==> src/rtl/mstk_pkg.sv <==
package mstk_pkg;

  typedef struct packed {
    logic [31:0] sec;
    logic [23:0] us;
  } stamp_t;

  localparam int STAMP_W = $bits(stamp_t);

  // next microsecond value, wrapping after the last count of a second
  function automatic logic [23:0] us_next(input logic [23:0] u, input logic [23:0] last);
    return (u == last) ? 24'd0 : u + 24'd1;
  endfunction

  // internal strobe period with the minimum enforced
  function automatic logic [15:0] clamp_period(input logic [15:0] req, input logic [15:0] floor_v);
    return (req < floor_v) ? floor_v : req;
  endfunction

  // marker divide ratio, zero read as one
  function automatic logic [7:0] ratio_of(input logic [7:0] d);
    return (d == 8'd0) ? 8'd1 : d;
  endfunction

endpackage

==> src/rtl/mstk_timebase.sv <==
module mstk_timebase import mstk_pkg::*; #(
  parameter int CLK_PER_US = 100,
  parameter int US_PER_SEC = 1000000
) (
  input  logic        clk,
  input  logic        rst_n,
  input  logic        set_time,
  input  logic [31:0] set_sec,
  output stamp_t      now,
  output logic        us_tick
);
  localparam int PRE_W = (CLK_PER_US > 1) ? $clog2(CLK_PER_US) : 1;
  localparam logic [PRE_W-1:0] PRE_LAST = PRE_W'(CLK_PER_US - 1);
  localparam logic [23:0] US_LAST = 24'(US_PER_SEC - 1);

  logic [PRE_W-1:0] pre;
  logic             sec_wrap;

  assign us_tick  = (pre == PRE_LAST);
  assign sec_wrap = us_tick && (now.us == US_LAST);

  always_ff @(posedge clk) begin
    if (!rst_n) begin
      pre <= '0;
      now <= '0;
    end else if (set_time) begin
      pre     <= '0;
      now.sec <= set_sec;
      now.us  <= '0;
    end else begin
      pre <= us_tick ? '0 : pre + 1'b1;
      if (us_tick) begin
        now.us <= us_next(now.us, US_LAST);
        if (sec_wrap) now.sec <= now.sec + 32'd1;
      end
    end
  end

  // microseconds never reach a full second
  p_us_range_r1: assert property (@(posedge clk) disable iff (!rst_n)
    now.us <= US_LAST);
  // rollover clears microseconds and carries into seconds
  p_sec_carry_r1: assert property (@(posedge clk) disable iff (!rst_n)
    (sec_wrap && !set_time) |=> (now.us == 24'd0 && now.sec == $past(now.sec) + 32'd1));
  // a load shows on the next clock
  p_set_time_r2: assert property (@(posedge clk) disable iff (!rst_n)
    set_time |=> (now.sec == $past(set_sec) && now.us == 24'd0));
endmodule

==> src/rtl/mstk_strobe_gen.sv <==
module mstk_strobe_gen import mstk_pkg::*; #(
  parameter int MIN_CLKS = 1500
) (
  input  logic        clk,
  input  logic        rst_n,
  input  logic        restart,
  input  logic        marker,
  input  logic [1:0]  mode,
  input  logic [7:0]  marker_div,
  input  logic [15:0] clk_div,
  output logic        strobe
);
  localparam logic [15:0] FLOOR = 16'(MIN_CLKS);

  logic [7:0]  mcnt;
  logic [15:0] ccnt;
  logic [15:0] period;
  logic        marker_hit, clock_hit, fire;

  assign period     = clamp_period(clk_div, FLOOR);
  assign marker_hit = marker && (mcnt >= ratio_of(marker_div) - 8'd1);
  assign clock_hit  = (ccnt >= period - 16'd1);

  always_comb begin
    if (mode[1])      fire = clock_hit;
    else if (mode[0]) fire = marker_hit;
    else              fire = marker;
  end

  always_ff @(posedge clk) begin
    if (!rst_n || restart) begin
      mcnt   <= '0;
      ccnt   <= '0;
      strobe <= 1'b0;
    end else begin
      strobe <= fire;
      if (mode == 2'b01 && marker) mcnt <= marker_hit ? 8'd0 : mcnt + 8'd1;
      if (mode[1]) ccnt <= clock_hit ? 16'd0 : ccnt + 16'd1;
      else         ccnt <= '0;
    end
  end

  // direct mode passes each marker one clock later
  p_direct_r3: assert property (@(posedge clk) disable iff (!rst_n)
    (mode == 2'b00 && marker && !restart) |=> strobe);
  // clock mode never produces back-to-back strobes
  p_strobe_gap_r5: assert property (@(posedge clk) disable iff (!rst_n)
    (mode[1] && $past(mode[1]) && strobe) |=> !strobe);
endmodule

==> src/rtl/mstk_latch.sv <==
module mstk_latch import mstk_pkg::*; (
  input  logic        clk,
  input  logic        rst_n,
  input  logic        restart,
  input  logic        strobe,
  input  logic [15:0] period,
  input  stamp_t      now,
  input  logic        clear,
  output logic        pulse,
  output stamp_t      stamp,
  output logic        irq
);
  logic [15:0] cnt;
  logic        hit;

  assign hit = strobe && (period != 16'd0) && (cnt >= period - 16'd1);

  always_ff @(posedge clk) begin
    if (!rst_n) begin
      cnt   <= '0;
      pulse <= 1'b0;
      stamp <= '0;
      irq   <= 1'b0;
    end else begin
      irq <= hit | (irq & ~clear);
      if (restart) begin
        cnt   <= '0;
        pulse <= 1'b0;
      end else begin
        pulse <= hit;
        if (hit) stamp <= now;
        if (strobe) cnt <= (period == 16'd0 || hit) ? 16'd0 : cnt + 16'd1;
      end
    end
  end

  // a disabled latch stays quiet
  p_quiet_r9: assert property (@(posedge clk) disable iff (!rst_n)
    (period == 16'd0) |=> !pulse);
  // the captured stamp is the one seen in the strobe clock
  p_stamp_r10: assert property (@(posedge clk) disable iff (!rst_n)
    pulse |-> (stamp == $past(now)));
  // flag holds until cleared
  p_irq_sticky_r11: assert property (@(posedge clk) disable iff (!rst_n)
    (irq && !clear) |=> irq);
endmodule

==> src/rtl/mstk_top.sv <==
module mstk_top import mstk_pkg::*; #(
  parameter int CLK_PER_US    = 100,
  parameter int US_PER_SEC    = 1000000,
  parameter int MIN_PERIOD_US = 15,
  parameter int NUM_LATCH     = 3,
  parameter int PTR_W         = 16
) (
  input  logic                         clk,
  input  logic                         rst_n,
  input  logic                         marker,
  input  logic [1:0]                   strobe_mode,
  input  logic [7:0]                   marker_div,
  input  logic [15:0]                  clk_div,
  input  logic                         set_time,
  input  logic [31:0]                  set_sec,
  input  logic                         cmd_reset,
  input  logic                         cmd_freeze,
  input  logic [16*NUM_LATCH-1:0]      lat_period,
  input  logic [NUM_LATCH-1:0]         irq_clear,
  output logic                         meas_strobe,
  output logic                         buf_wr_en,
  output logic [PTR_W-1:0]             buf_ptr,
  output logic [STAMP_W-1:0]           buf_wr_data,
  output logic                         frozen,
  output logic [31:0]                  now_sec,
  output logic [23:0]                  now_us,
  output logic [NUM_LATCH-1:0]         lat_pulse,
  output logic [STAMP_W*NUM_LATCH-1:0] lat_stamp,
  output logic [NUM_LATCH-1:0]         irq
);
  localparam int MIN_CLKS = MIN_PERIOD_US * CLK_PER_US;

  stamp_t now;
  logic   us_tick;
  logic   write_go;

  mstk_timebase #(.CLK_PER_US(CLK_PER_US), .US_PER_SEC(US_PER_SEC)) u_tb (
    .clk(clk), .rst_n(rst_n), .set_time(set_time), .set_sec(set_sec),
    .now(now), .us_tick(us_tick)
  );

  mstk_strobe_gen #(.MIN_CLKS(MIN_CLKS)) u_sg (
    .clk(clk), .rst_n(rst_n), .restart(cmd_reset), .marker(marker),
    .mode(strobe_mode), .marker_div(marker_div), .clk_div(clk_div),
    .strobe(meas_strobe)
  );

  for (genvar k = 0; k < NUM_LATCH; k++) begin : g_latch
    stamp_t st;
    mstk_latch u_lt (
      .clk(clk), .rst_n(rst_n), .restart(cmd_reset), .strobe(meas_strobe),
      .period(lat_period[16*k +: 16]), .now(now), .clear(irq_clear[k]),
      .pulse(lat_pulse[k]), .stamp(st), .irq(irq[k])
    );
    assign lat_stamp[STAMP_W*k +: STAMP_W] = st;
  end

  assign now_sec  = now.sec;
  assign now_us   = now.us;
  assign write_go = meas_strobe && !frozen && !cmd_freeze && !cmd_reset;

  always_ff @(posedge clk) begin
    if (!rst_n || cmd_reset) begin
      buf_ptr     <= '1;
      frozen      <= 1'b0;
      buf_wr_en   <= 1'b0;
      buf_wr_data <= '0;
    end else begin
      if (cmd_freeze) frozen <= 1'b1;
      buf_wr_en <= write_go;
      if (write_go) begin
        buf_ptr     <= buf_ptr + 1'b1;
        buf_wr_data <= now;
      end
    end
  end

  // reset command parks the pointer at all ones
  p_ptr_park_r6: assert property (@(posedge clk) disable iff (!rst_n)
    cmd_reset |=> (buf_ptr == '1 && !frozen));
  // each accepted strobe advances the pointer by one
  p_ptr_step_r7: assert property (@(posedge clk) disable iff (!rst_n)
    write_go |=> (buf_wr_en && buf_ptr == $past(buf_ptr) + 1'b1));
  // frozen buffer does not move
  p_frozen_hold_r8: assert property (@(posedge clk) disable iff (!rst_n)
    (frozen && !cmd_reset) |=> ($stable(buf_ptr) && !buf_wr_en));
endmodule

==> config.mk <==
export PLATFORM = sky130hd
export DESIGN_NAME = mstk_top
export DESIGN_NICKNAME = d
export VERILOG_FILES = /design/src/rtl/mstk_pkg.sv /design/src/rtl/mstk_timebase.sv /design/src/rtl/mstk_strobe_gen.sv /design/src/rtl/mstk_latch.sv /design/src/rtl/mstk_top.sv
export SDC_FILE = /design/constraint.sdc
export NUM_CORES = 1
export LEC_CHECK = 0
export ABC_AREA = 1
export BUFFER_PORTS_ARGS = -buffer_cell sky130_fd_sc_hd__buf_2
export CORE_MARGIN = 1.5
export CORE_UTILIZATION = 45
export DETAILED_ROUTE_END_ITERATION = 10
export PLACE_DENSITY_LB_ADDON = 0.15
export SLEW_MARGIN = 0
export SYNTH_ARGS = -nofsm -noshare
export SYNTH_HDL_FRONTEND = slang
export SYNTH_SLANG_ARGS = --single-unit
==> constraint.sdc <==
create_clock -name clk -period 11.2 [get_ports clk]
set_input_delay 3.36 -clock clk [delete_from_list [all_inputs] [get_ports clk]]
set_output_delay 3.36 -clock clk [all_outputs]
set_load 0.05 [all_outputs]
### Word-level counts from Yosys, hierarchy flattened

Cells that the tools add are included.

| word-level totals | value |
|---|---|
| bits in read-only memories | 0 |
| bits in latches | 0 |
| output and inout port bits | 305 |
| register bits | 384 |
| memories kept | 0 |
| memory bits (writable) | 0 |

| cells by class | value |
|---|---|
| muxes and demuxes | 12 |
| shift-type cells | 0 |
| multipliers | 0 |
| $add $sub $neg | 14 |
| order comparisons | 6 |
| divide/modulo/power cells | 0 |
| reductions and logical operators | 37 |
| equality and inequality tests | 3 |
| bitwise gates (word level) | 12 |

Operators with widths:

| kind | number |
|---|---|
| 56-bit 2-to-1 mux | 2 |
| 16-bit by 1-bit adder with 16-bit output (second input constant) | 5 |
| 16-bit >= comparator | 4 |
| 16-bit 2-to-1 mux | 4 |
| 16-bit by 1-bit subtractor with 16-bit output (second input constant) | 4 |
| 16-bit logical NOT | 3 |
| 16-bit nonzero test | 3 |
| 32-bit by 1-bit adder with 32-bit output (second input constant) | 1 |
| 32-bit 2-to-1 mux | 1 |
| 24-bit by 1-bit adder with 24-bit output (second input constant) | 1 |
| 24-bit by 20-bit equality test with 1-bit output (second input constant) | 1 |
| 24-bit 2-to-1 mux | 1 |
| 16-bit by 11-bit less-than comparator with 1-bit output (second input constant) | 1 |
| 8-bit 2-to-1 mux | 2 |
| 1-bit logical AND | 12 |
| 8-bit by 1-bit adder with 8-bit output (second input constant) | 1 |
| 8-bit >= comparator | 1 |
| 8-bit logical NOT | 1 |
| 2-bit AND reduction | 4 |
| 8-bit by 1-bit subtractor with 8-bit output (second input constant) | 1 |
| 7-bit by 1-bit adder with 7-bit output (second input constant) | 1 |
| 7-bit equality test (second input constant) | 1 |
| 1-bit inverter | 6 |
| 3-bit OR reduction | 2 |
| 8 further kinds | 21 |

### Logic depth before layout (Yosys ltp)

Gate-level depths: netlist (run 1).

| depth | value |
|---|---|
| depth after elaboration | 7 |
| mapped depth | 25 |
| gate-level depth less buffers | 22 |

### By module

A second synthesis (run 1) with hierarchy kept.

| unflattened totals | value |
|---|---|
| cell total of the unflattened synthesis | 3,561 |
| area, all modules | 22,734.3 µm² |

Modules (own cells, without submodules):

| module | times used | area an instance (µm²) | cells each |
|---|---|---|---|
| mstk_latch at g_latch[0].u_lt ... | 2 | 4,418.0 | 713 |
| mstk_latch at g_latch[2].u_lt | 1 | 4,409.2 | 715 |
| mstk_timebase | 1 | 4,189.0 | 718 |
| mstk_top | 1 | 3,020.4 | 368 |
| mstk_strobe_gen | 1 | 2,279.7 | 334 |

### Worst setup path before layout (run 1)

Ideal clock, no wire load.

| timing | value |
|---|---|
| path kind | input to register |
| start | input port clk_div[12] |
| end | register u_sg.ccnt[10] |
| path slack | 4,952 ps |
| stages | 23 |
| data required time | 11,074 ps |
| data arrival time | 6,122 ps |
| path buffers | 3 |
| path through | nor2_1 > nand2_1 > nor2_1 > nand2_1 > clkbuf_1 > nand2_1 > ha_1 > inv_1 > nor2_1 > nand4_1 > nor2_1 > nand4_1 > nand2_1 > inv_1 > ha_1 > nand4_1 > nor3_1 > nand2_1 > nand3_1 > or2_2 > clkbuf_1 > clkbuf_1 > nor2_1 |

| between the ends | value |
|---|---|
| longest elaborated chain between the ends | 5 |

RTL lines:

| item | RTL line | source |
|---|---|---|
| start: declaration | mstk_top.sv:13 | `input logic [15:0] clk_div,` |
| 16-bit by 11-bit less-than comparator with 1-bit output | mstk_pkg.sv:17 | `return (req < floor_v) ? floor_v : req;` |
| 16-bit 2-to-1 mux * | mstk_pkg.sv:17 |  |
| 16-bit by 1-bit subtractor with 16-bit output * | mstk_strobe_gen.sv:22 | `assign clock_hit = (ccnt >= period - 16'd1);` |
| 16-bit >= comparator * | mstk_strobe_gen.sv:22 |  |
| 3-bit OR reduction (no line) * | n/a |  |
| end signal: assignment | mstk_strobe_gen.sv:38 | `if (mode[1]) ccnt <= clock_hit ? 16'd0 : ccnt + 16'd1;` |
| end: declaration | mstk_strobe_gen.sv:16 | `logic [15:0] ccnt;` |

Mark *: on every way between the ends. The rest lies on a longest branch, timed or not.
A chain may end at the register's enable or synchronous reset.

### Worst setup path in the final report (run 1)

| timing | value |
|---|---|
| start | input port lat_period[34] |
| end | register g_latch[2].u_lt.stamp[9] (netlist name) |

| between the ends | value |
|---|---|
| longest elaborated chain between the ends | 4 |
| elaborated cells on any way between the ends | 6 |
| those cells by class | 1 x add/sub; 1 x order compare; 4 x reduce/logical |

RTL lines:

| item | RTL line | source |
|---|---|---|
| start: declaration | mstk_top.sv:18 | `input logic [16*NUM_LATCH-1:0] lat_period,` |
| 16-bit by 1-bit subtractor with 16-bit output or 16-bit nonzero test (tied branches) | mstk_latch.sv:16 | `assign hit = strobe && (period != 16'd0) && (cnt >= period - 16'd1);` |
| 16-bit >= comparator or 1-bit logical AND (tied branches) | mstk_latch.sv:16 |  |
| 1-bit logical AND * | mstk_latch.sv:16 |  |
| 2-bit AND reduction (no line) * | n/a |  |
| end signal: assignment | mstk_latch.sv:31 | `if (hit) stamp <= now;` |
| end: declaration | mstk_latch.sv:10 | `output stamp_t stamp,` |

Marks and branches as above.

==> metrics.md, run 1 <==
| Metric | Value |
|---|---|
| Wire length of the first global-routing pass | `104000 µm` |
| Vias in the first global route | `19.7k` |
| Total Negative Setup Slacks | `0 ps` |
| Power density over the cells | `127 nW/µm²` |
| Worst Path Class, Setup | `input pin to flip-flop` |
| Count of distinct cell types in the synthesized netlist | `44` |
| Clock tree buffer depth | `3` |
| Worst clock skew | `22.1 ps` |
| Count of buffers from port buffering | `419` |
| Sequential fraction of the synthesis area | `36.8%` |
| Total Power | `3.14 mW` |
| Maximum vdd drop | `113 µV` |
| Setup repair after global routing missed its margin | `false` |
| Number of gates given a new drive strength after cts | `0` |
| Post-Synthesis Mean Instance Area | `6.48 µm²` |
| Number of setup buffers added after CTS | `0` |
| Post-Synth XOR/XNOR Area | `4.40%` |
| Average wire length per cell after detail routing | `15.9 µm` |
| Clock slew at reported path FFs | `60 ps` |
| Final weighted congestion in routability-driven placement | `0.914` |
| Final period util | `61.6%` |
| Final slew viol count | `0` |
| Number of remaining DRC errors | `0` |
| Netlist area before placement | `20900 µm²` |
| Relative contribution of sequential cells to total power | `44.3%` |
| Static leakage power | `13.0 nW` |
| Mux share of post-synthesis cell area | `0%` |
| Max-cap violations | `0` |
| Area of the core region | `45600 µm²` |
| Max-slew headroom at the worst pin | `20.8%` |
| Synthesized-area fraction occupied by ao, oa, aoi and oai cells | `6.41%` |
| Clock root buffer | `clkbuf_16` |
| TritonCTS clock tree | `built` |
| Synthesized netlist net count | `3425` |
| Switching share of power | `24.1%` |
| Slew at the pin closest to its max-slew limit | `1190 ps` |
| Post-detailed-placement cell area | `23200 µm²` |
| Number of fillers in the final layout | `4543` |
| Warnings from Yosys | `0` |
| Data arrival time at the worst-slack endpoint | `7400 ps` |
| Hold crit path type | `flip-flop to flip-flop` |
| Number of buffers inserted during clock tree synthesis | `44` |
| Pre-antenna DRT Iters | `6` |
| H-tree Lvls | `2` |
| Top_reg_cell synth | `dfxtp_1` |
| Share of power burned in the clock network | `49.4%` |
| Wire length reported by the detailed router | `66600 µm` |
| Async S/R FF share, synth | `0%` |
| Total routing usage reported by global routing | `27.3%` |
| Tmin final | `6900 ps` |
| Hold buffer count at cts | `0` |
| Initial detailed-routing violation count | `1509` |
| Vias per Instance | `4.99` |
| Synth-to-Final Area Change | `18.8%` |
| Final worst hold slack | `451 ps` |
| Top Ports | `420` |
| X dimension of the die | `218 µm` |
| Crit-path max FO | `58` |
| Run status | `completed` |
| Final number of setup-violating endpoints | `0` |
| Largest net degree at the start of global routing | `86` |
| Number of placement rows | `78` |
| Number of nets in the final layout | `3765` |
| Worst EP required | `11700 ps` |
| Post-Syn Instances | `3224` |
| CTS sink count | `384` |
| Count of final hold-check violations | `0` |
| Half-perimeter wire length after placement | `48700 µm` |
| Overflow after GRT | `0` |
| Cell-internal power | `2.39 mW` |
| Post-synthesis share of cell area spent on full adders, half adders and majority gates | `5.15%` |
| Share of final-layout standard cells stronger than drive strength 1 | `15.2%` |
| Psw | `757 µW` |
| Antenna diode instance count | `0` |
| Number of nets with antenna violations after routing | `0` |
| Combinational group share of total power | `6.3%` |
| Register bit count reported by yosys | `384` |
| Maximum achievable frequency | `0.145 GHz` |
| Insertion delay of the later-clocked pin in the worst-skew pair | `570 ps` |
| Die height | `218 µm` |
| Critical path endpoint category | `flip-flop` |
| Vias after detailed routing | `20.9k` |
| Type of origin of the critical path | `input pin` |
| Design area | `24800 µm²` |
| Simple-gate share of the synthesized area | `35.1%` |
| Count of flip-flops with a built-in enable after synthesis | `0` |
| Number of antenna violations at the first check in global routing | `2` |
| Total Die Area | `47700 µm²` |
| Starting density of the core | `45.8%` |
| Main combinational cell family by area after synthesis | `simple AND/OR/NAND/NOR gates` |
path summary, 6_finish.rpt:
check | from | end | slack (ps) | depth (start not counted)
min reg2reg | u_sg.ccnt[0] | u_sg.ccnt[0] | 450 | 1
min | u_sg.ccnt[0] | u_sg.ccnt[0] | 450 | 1
max | lat_period[34] | g_latch[2].u_lt.stamp[9] | 4300 | 20
max reg2reg | g_latch[2].u_lt.cnt[3] | g_latch[2].u_lt.stamp[9] | 7780 | 14
power groups by stage:
stage,combinational [mW],clock [mW],sequential [mW]
final,0.197,1.55,1.39
after global routing,0.219,1.64,1.39
after CTS,0.197,1.59,1.39
after detailed placement,0.195,0,1.42
after global placement,0.191,0,1.42
after floorplan,0.106,0,1.44
kinds of logic after synthesis:
logic type / Yosys count
adder cells (fa/ha/maj): 86
AND/OR/NAND/NOR: 1769
AO/OA/AOI/OAI: 240
buffers and inverters: 640
flip-flops: 384
XOR/XNOR: 105
worst max-delay path: stages:
cell and delay (ps):
buf_2 120, nor2_1 120, nand3_1 120, inv_1 70, nand2_1 70, inv_1 50
nand2_1 90, nor2_1 170, nand4_1 130, xor2_1 170, ha_1 310, nand4_1 130
nor3_1 150, nand2_1 120, nand2_2 60, buf_4 500, nand3_2 1070, nand2_1 310
clkinv_1 90, nor2_1 110
state kept, by name, indices dropped and copies added, names as in the netlist:
signal              cells
g_latch.u_lt.stamp    168
buf_wr_data            56
u_tb.now               56
g_latch.u_lt.cnt       48
buf_ptr                16
u_sg.ccnt              16
u_sg.mcnt               8
u_tb.pre                7
g_latch.u_lt.irq        3
g_latch.u_lt.pulse      3
buf_wr_en               1
frozen                  1
u_sg.strobe             1
metrics by stage:
| stage | worst slack, ps | std cells | utilization [%] |
|---|---|---|---|
| after detailed placement | 3730 | 4118 | 51.0 |
| after floorplan | 4950 | 3224 | - |
| after global routing | 3800 | 4200 | 54.4 |
| final | 4300 | 4200 | 54.4 |
| after global placement | 3860 | 4118 | 51.0 |
| after CTS | 4330 | 4200 | 54.4 |
cell type report:
| class | count | area (µm²) | share of cell area, % |
|---|---|---|---|
| clock buffers | 63 | 1310 | 5.30 |
| clock inverters | 19 | 259 | 1.04 |
| inverters | 502 | 1880 | 7.60 |
| multi-input cells | 2200 | 10700 | 43.2 |
| flip-flops and latches | 384 | 7690 | 31.0 |
| well taps | 600 | 751 | 3.03 |
| repair buffers | 432 | 2200 | 8.86 |
cell usage after synthesis (4+ instances only):
| cell type | n | area [µm²] |
|---|---|---|
| inv_1 | 483 | 1810 |
| nor4_1 | 10 | 62.6 |
| xor2_1 | 78 | 683 |
| a21o_1 | 5 | 37.5 |
| clkbuf_1 | 58 | 218 |
| nor2_2 | 5 | 31.3 |
| o21ai_0 | 69 | 345 |
| nand4_1 | 103 | 644 |
| buf_2 | 45 | 225 |
| nand2_1 | 834 | 3130 |
| or2_2 | 5 | 31.3 |
| nand3_1 | 158 | 791 |
| buf_4 | 16 | 120 |
| o211ai_1 | 31 | 233 |
| ha_1 | 86 | 1080 |
| dfxtp_1 | 384 | 7690 |
| a31oi_1 | 4 | 25.0 |
| o21a_1 | 6 | 45.0 |
| nor3_1 | 43 | 215 |
| nand2_2 | 4 | 25.0 |
| nor3b_1 | 4 | 30.0 |
| a21oi_1 | 113 | 566 |
| buf_1 | 15 | 56.3 |
| inv_2 | 8 | 30.0 |
| clkinv_1 | 11 | 41.3 |
| nor2_1 | 582 | 2180 |
| o21bai_1 | 7 | 52.6 |
| nand3b_1 | 7 | 52.6 |
| xnor2_1 | 27 | 236 |
placed cells by master (no fill, tap or decap), types with 10 or more instances in the layout:
master	netlist	final
nand2_1	834	833
clkbuf_8	0	12
a21oi_1	113	113
o211ai_1	31	31
nor4_1	10	10
buf_2	45	418
dfxtp_1	384	384
xnor2_1	27	27
nor3_1	43	43
nand4_1	103	103
o21ai_0	69	69
clkbuf_16	0	45
clkinv_1	11	11
ha_1	86	86
nor2_1	582	579
xor2_1	78	78
inv_1	483	482
nand3_1	158	155
buf_4	16	14
metal layers:
| layer | global-route usage, % | part of all wire (%) | vias to the layer above |
|---|---|---|---|
| li1 | - | - | 10620 |
| met1 | 35.2 | 44 | 9533 |
| met2 | 44.7 | 46 | 668 |
| met3 | 5.65 | 7.1 | 122 |
| met4 | 10.3 | 3.3 | 4 |
| met5 | 0 | 0.044 | - |
No activity file was read; power rests on OpenSTA's default activity.
==> inputs of run 2 (changes only) <==
Clock period 11.2 ns to 6.89 ns, I/O delays scaled along.
==> run 2 against run 1 <==
  * Final cell count is 0.12% higher
  * Design area is 0.36% higher
  * Sequential cell count stayed put
  * Critical endpoint is now g_latch[0].u_lt.stamp[21]
  * Largest power group unchanged
  * Sequential share of layout area is 0.11 points lower
  * Clock power is 66% higher
  * Register-to-register slack worse by 4000 ps
  * Hold slack worse by 1.4 ps
  * Largest cell class unchanged
==> metrics.md, run 2 (synthesis gave the netlist of run 1 again) <==
| Metric | Value |
|---|---|
| Overflow after GRT | `0 (unchanged)` |
| Number of nets in the final layout | `3772 (+0.19%)` |
| Launch instance of the worst register-to-register path | `u_sg.strobe` |
| Critical Path Max Stage Delay | `530 ps (-540 ps)` |
| Final number of setup-violating endpoints | `0 (unchanged)` |
| Depth of the most critical reg-to-reg path | `9 (-5)` |
| Uppermost signal routing layer after detailed routing | `met5` |
| Number of setup buffers added after CTS | `0 (unchanged)` |
| Synth-to-Final Area Change | `19.2%` |
| Metal3 WL | `4780 µm (+1.5%)` |
| Max-cap violations | `0 (unchanged)` |
| Vias per Instance | `4.94 (-0.93%)` |
| Antenna diode instance count | `0 (unchanged)` |
| TritonCTS clock tree | `built` |
| Count of buffers from port buffering | `419 (unchanged)` |
| Largest register FFs | `168 (unchanged)` |
| Maximum vdd drop | `237 µV (+110%)` |
| H-tree Lvls | `2 (unchanged)` |
| Relative contribution of sequential cells to total power | `43.8% (-0.5 points)` |
| Total Die Area | `47700 µm² (unchanged)` |
| Setup repair after global routing missed its margin | `false` |
| Run status | `completed` |
| Largest net degree at the start of global routing | `81 (-5.8%)` |
| Leading cell types in the layout, fill and taps excluded | `nand2_1, nor2_1, inv_1` |
| Wire length of the first global-routing pass | `103000 µm (-0.92%)` |
| Type of origin of the critical path | `input pin` |
| Clock tree buffer depth | `3 (unchanged)` |
| Pre-antenna DRT Iters | `5 (-1)` |
| Worst flop-to-flop path endpoint | `g_latch[2].u_lt.stamp[52]` |
| CP cell instances | `buf_2, inv_1, nand2_1, nor4_1, nand2_1, nor2_1, nand2_1, xor2_1, ha_1, nand2_1, nor2_1, and2_1, nand2_1, inv_1, nand2_1, nand2_1, nand3_4, buf_4, nand2_1, nand2_1, nor2_1` |
| Slack of the worst reg-to-reg path | `3740 ps (-4040 ps)` |
| Insertion delay of the later-clocked pin in the worst-skew pair | `570 ps (about the same)` |
| Maximum achievable frequency | `0.195 GHz` |
| Average wire length per cell after detail routing | `15.6 µm (-1.8%)` |
| Final weighted congestion in routability-driven placement | `0.923 (+0.98%)` |
| CTS sink count | `384 (unchanged)` |
| Half-perimeter wire length after placement | `48600 µm (-0.12%)` |
| Static leakage power | `13.0 nW (+0.33%)` |
| Area of the core region | `45600 µm² (unchanged)` |
| Slowest stage cell on the critical path | `nand3_4` |
| Startpoint of the tightest hold check path | `u_tb.pre[0]` |
| Worst Path Class, Setup | `input pin to flip-flop` |
| Number of fillers in the final layout | `4448 (-2.1%)` |
| Crit-path max FO | `64 (+10%)` |
| Wire length reported by the detailed router | `65500 µm (-1.7%)` |
| Final period util | `74.5%` |
| Biggest registers after layout | `g_latch.u_lt.stamp x168, buf_wr_data x56, u_tb.now x56` |
| Total Negative Setup Slacks | `0 ps (unchanged)` |
| Vias in the first global route | `19.3k (-2.5%)` |
| Cell-internal power | `3.94 mW (+65%)` |
| Total Power | `5.17 mW (+64%)` |
| Largest register by flop count | `g_latch.u_lt.stamp` |
| Number of antenna violations at the first check in global routing | `3 (+1)` |
| Max-slew headroom at the worst pin | `38.4% (+18 points)` |
| Clock root buffer | `clkbuf_16` |
| Worst Hold Path Cells | `1 (unchanged)` |
| Number of placement rows | `78 (unchanged)` |
| Number of remaining DRC errors | `0 (unchanged)` |
| Endpoint of the worst hold-timing path | `u_tb.pre[0]` |
| Share of power burned in the clock network | `50.0% (+0.6 points)` |
| Critical path endpoint category | `flip-flop` |
| Hold buffer count at cts | `0 (unchanged)` |
| Vias after detailed routing | `20.8k (-0.82%)` |
| Psw | `1.22 mW (+61%)` |
| Die height | `218 µm (unchanged)` |
| Power density over the cells | `207 nW/µm² (+64%)` |
| Starting density of the core | `45.8% (unchanged)` |
| Number of gates given a new drive strength after cts | `0 (unchanged)` |
| Switching share of power | `23.6% (-0.43 points)` |
| Top Ports | `420 (unchanged)` |
| Share of final-layout standard cells stronger than drive strength 1 | `15.3% (+0.15 points)` |
| Total routing usage reported by global routing | `26.8% (-0.46 points)` |
| X dimension of the die | `218 µm (unchanged)` |
| Initial detailed-routing violation count | `1458 (-3.4%)` |
| Final slew viol count | `0 (unchanged)` |
| Combinational group share of total power | `6.2% (about the same)` |
| Hold crit path type | `flip-flop to flip-flop` |
| Most used cell, CP | `nand2_1` |
| Clock slew at reported path FFs | `60 ps (about the same)` |
| Worst clock skew | `23.8 ps (+1.64 ps)` |
| Total routed wire length on the met1 layer | `29200 µm (about the same)` |
| Slew at the pin closest to its max-slew limit | `923 ps (-263 ps)` |
| Met2 routed WL | `29400 µm (-3.3%)` |
| Tmin final | `5130 ps` |
| Count of final hold-check violations | `0 (unchanged)` |
| Data arrival time at the worst-slack endpoint | `5630 ps (-1770 ps)` |
| Number of nets with antenna violations after routing | `0 (unchanged)` |
| Worst EP required | `7390 ps (-4310 ps)` |
| Leading cell type in the layout, fill and taps excluded | `nand2_1` |
| Number of buffers inserted during clock tree synthesis | `44 (unchanged)` |
## run 2: cell types whose count changed in the layout (fill, tap and decap cells not counted), sizes merged
cell | before | now
clkinv | 21 | 17
clkbuf | 63 | 65
inv | 493 | 491
buf | 432 | 439
clkinvlp | 1 | 2
bufinv | 6 | 7
## run 2: worst max-delay path: cells and delay by family
family	cells	cell delay, ps
XOR/XNOR	1	150
AND/OR/NAND/NOR	15	2320
adder cells (fa/ha/maj)	1	290
buffers and inverters	4	740
## run 2: per-stage QoR
stage	std cells	area [µm²]	hold slack, ps	util, %	setup slack, ps
2_1_floorplan	3224	20900	417	-	1930
3_3_place_gp	4125	23300	427	51.1	1360
3_5_place_dp	4125	23300	435	51.1	1180
4_1_cts	4205	24900	449	54.6	1780
5_1_grt	4205	24900	464	54.6	1370
6_report	4205	24900	449	54.6	1760
## run 2: worst max path at each step
| stage | from | endpoint | slack [ps] | depth (start not counted) |
|---|---|---|---|---|
| after floorplan | clk_div[12] | u_sg.ccnt[10] | 1930 | 23 |
| after CTS | lat_period[2] | g_latch[0].u_lt.stamp[15] | 1780 | 21 |
| final | lat_period[2] | g_latch[0].u_lt.stamp[21] | 1760 | 21 |
| after global routing | lat_period[18] | g_latch[1].u_lt.stamp[31] | 1370 | 21 |
| after detailed placement | lat_period[2] | g_latch[0].u_lt.stamp[22] | 1180 | 21 |
| after global placement | lat_period[18] | g_latch[1].u_lt.stamp[39] | 1360 | 21 |
## run 2: power groups by stage
stage	registers (mW)	clock network, mW	logic [mW]
after global placement	2.31	0	0.312
after detailed placement	2.31	0	0.318
final	2.26	2.58	0.320
after floorplan	2.33	0	0.173
after CTS	2.26	2.63	0.320
after global routing	2.26	2.73	0.354
## run 2: routing by layer
layer	track usage, %	up-vias
met5	0	-
met4	8.76	6
met3	6.21	114
met2	43.2	617
met1	35.3	9372
li1	-	10667
## run 2: final cells by class
| cell class | count | area (µm²) | share of cell area (%) |
|---|---|---|---|
| timing repair buffer | 439 | 2250 | 9.04 |
| tap | 600 | 751 | 3.02 |
| sequential | 384 | 7690 | 30.9 |
| multi-input combinational | 2200 | 10700 | 43.0 |
| clock inverter | 15 | 259 | 1.04 |
| clock buffer | 65 | 1350 | 5.43 |
| inverter | 502 | 1880 | 7.57 |
==> inputs of run 3 (changes only) <==
Clock period 6.89 ns to 4.4 ns, I/O delays scaled along.
==> run 3 against run 2 <==
  * Combinational power rose by 58%
  * Design area fell by 0.11%
  * Hold slack barely moved
  * Via count rose by 0.87%
  * Final cell count rose by 0.31%
  * Clock skew fell by 0.64 ps
  * Non-clock buffer count rose by 14
  * First-iteration DRC count fell by 16%
==> metrics.md, run 3 (synthesis gave the netlist of run 1 again) <==
| Metric | Value |
|---|---|
| Total Die Area | `47700 µm² (unchanged)` |
| Cell-internal power | `5.85 mW (+48%)` |
| Max-slew headroom at the worst pin | `36.0% (-2.4 points)` |
| Overflow after GRT | `0 (unchanged)` |
| Insertion delay of the later-clocked pin in the worst-skew pair | `580 ps (about the same)` |
| Final slew viol count | `0 (unchanged)` |
| Clock tree buffer depth | `3 (unchanged)` |
| Initial detailed-routing violation count | `1229 (-16%)` |
| Post-detailed-placement cell area | `23400 µm² (+0.67%)` |
| Maximum achievable frequency | `0.264 GHz` |
| Slew at the pin closest to its max-slew limit | `960 ps (+36.6 ps)` |
| Final WS setup | `611 ps (-1150 ps)` |
| Type of origin of the critical path | `input pin` |
| Leading cell types in the layout, fill and taps excluded | `nand2_1, nor2_1, inv_1` |
| Tmin final | `3790 ps` |
| Number of nets with antenna violations after routing | `0 (unchanged)` |
| Crit-path max FO | `50 (-22%)` |
| Leading cell type in the layout, fill and taps excluded | `nand2_1` |
| Final design utilization | `54.6% (-0.058 points)` |
| Design area | `24900 µm² (-0.11%)` |
| Share of power burned in the clock network | `47.7% (-2.3 points)` |
| Starting density of the core | `45.8% (unchanged)` |
| Critical path endpoint category | `flip-flop` |
| Worst EP required | `4860 ps (-2530 ps)` |
| Final period util | `86.1%` |
| Biggest registers after layout | `g_latch.u_lt.stamp x168, buf_wr_data x56, u_tb.now x56` |
| Number of remaining DRC errors | `0 (unchanged)` |
| Largest net degree at the start of global routing | `92 (+14%)` |
| Number of fillers in the final layout | `4570 (+2.7%)` |
| Die height | `218 µm (unchanged)` |
| Synth-to-Final Area Change | `19.1%` |
| Worst clock skew | `23.1 ps (-0.643 ps)` |
| Share of final-layout standard cells stronger than drive strength 1 | `15.4% (+0.083 points)` |
| Final worst hold slack | `449 ps (-0.281 ps)` |
| Setup repair after global routing missed its margin | `false` |
| Number of setup buffers added after CTS | `0 (unchanged)` |
| Antenna diode instance count | `0 (unchanged)` |
| Total Power | `7.75 mW (+50%)` |
| Average wire length per cell after detail routing | `15.5 µm (-0.50%)` |
| Wire length reported by the detailed router | `65300 µm (-0.19%)` |
| Power density over the cells | `311 nW/µm² (+50%)` |
| TritonCTS clock tree | `built` |
| Vias per Instance | `4.97 (+0.56%)` |
| Data arrival time at the worst-slack endpoint | `4250 ps (-1380 ps)` |
| CTS sink count | `384 (unchanged)` |
| Psw | `1.89 mW (+55%)` |
| Static leakage power | `13.0 nW (+0.12%)` |
| Clock root buffer | `clkbuf_16` |
| H-tree Lvls | `2 (unchanged)` |
| Worst Path Class, Setup | `input pin to flip-flop` |
| Run status | `completed` |
| Total Negative Setup Slacks | `0 ps (unchanged)` |
| Final std cells w/o fill | `4218 (+0.31%)` |
| Count of final hold-check violations | `0 (unchanged)` |
| Number of antenna violations at the first check in global routing | `3 (unchanged)` |
| Largest register by flop count | `g_latch.u_lt.stamp` |
| Total routing usage reported by global routing | `26.7% (-0.15 points)` |
| Max-cap violations | `0 (unchanged)` |
| Hold buffer count at cts | `0 (unchanged)` |
| Place WS | `75.5 ps (-1110 ps)` |
| Switching share of power | `24.4% (+0.81 points)` |
| Combinational group share of total power | `6.6% (+0.4 points)` |
| Relative contribution of sequential cells to total power | `45.7% (+1.9 points)` |
| X dimension of the die | `218 µm (unchanged)` |
| Final number of setup-violating endpoints | `0 (unchanged)` |
| Number of gates given a new drive strength after cts | `0 (unchanged)` |
| Final weighted congestion in routability-driven placement | `0.922 (about the same)` |
| Clock slew at reported path FFs | `60 ps (about the same)` |
| Pre-antenna DRT Iters | `5 (unchanged)` |
| Cell Count Post-Placement | `4139 (+0.34%)` |
| Vias in the first global route | `19.2k (-0.093%)` |
| Number of nets in the final layout | `3785 (+0.34%)` |
| Half-perimeter wire length after placement | `48500 µm (-0.16%)` |
| Wire length of the first global-routing pass | `102000 µm (-0.69%)` |
| Largest register FFs | `168 (unchanged)` |
| Vias after detailed routing | `21.0k (+0.87%)` |
| Top Ports | `420 (unchanged)` |
| Area of the core region | `45600 µm² (unchanged)` |
| Maximum vdd drop | `241 µV (+1.8%)` |
| Number of buffers inserted during clock tree synthesis | `43 (-2.3%)` |
| Count of buffers from port buffering | `419 (unchanged)` |
| Hold crit path type | `flip-flop to flip-flop` |
| Number of placement rows | `78 (unchanged)` |
[run 3: cell count changes in the layout (fill, tap and decap cells not counted), sizes merged]
cell,delta
clkinvlp,-2
inv,+3
bufinv,-2
clkinv,+3
buf,+14
clkbuf,-3
[run 3: routing by layer]
layer	vias up	wire length [µm]	share of wire, %	global-route usage (%)
li1	10683	-	-	-
met1	9417	28700	44	35.2
met2	710	28900	44	41.8
met3	141	5070	7.8	5.79
met4	6	2640	4.0	11.5
met5	-	40	0.061	0
[run 3: final cells by class]
type	instances	area (µm²)	share of cell area, %
multi-input cells	2200	10700	43.1
flip-flops and latches	384	7690	30.9
repair buffers	453	2400	9.67
inverters	502	1880	7.58
clock buffers	62	1210	4.85
well taps	600	751	3.02
clock inverters	17	221	0.890
[run 3: power groups by stage]
stage | registers (mW) | logic, mW | clock network (mW)
2_1_floorplan | 3.65 | 0.271 | 0
3_3_place_gp | 3.62 | 0.494 | 0
3_5_place_dp | 3.62 | 0.504 | 0
4_1_cts | 3.54 | 0.507 | 3.79
5_1_grt | 3.54 | 0.562 | 3.91
6_report | 3.54 | 0.507 | 3.70
[run 3: final timing paths]
check | startpoint | to | slack (ps) | cells after the start
max | lat_period[18] | g_latch[1].u_lt.stamp[46] | 610 | 22
min | u_sg.ccnt[0] | u_sg.ccnt[0] | 450 | 1
max reg2reg | u_tb.now[1] | u_tb.now[7] | 1570 | 10
min reg2reg | u_sg.ccnt[0] | u_sg.ccnt[0] | 450 | 1
[run 3: worst max-delay path, stage by stage]
cell	delay, ps
buf_2	120
nor2_1	100
nand2_1	80
nor3_1	260
nand2_1	120
nor4_1	200
buf_4	180
nand2_1	60
xor2_1	150
ha_1	300
nand2_1	90
o21bai_1	110
nand2_1	70
nand2_1	50
nand2_1	60
inv_1	60
nand2_1	100
nand3_4	100
buf_4	440
nand2_1	100
nand2_1	80
nor2_1	50
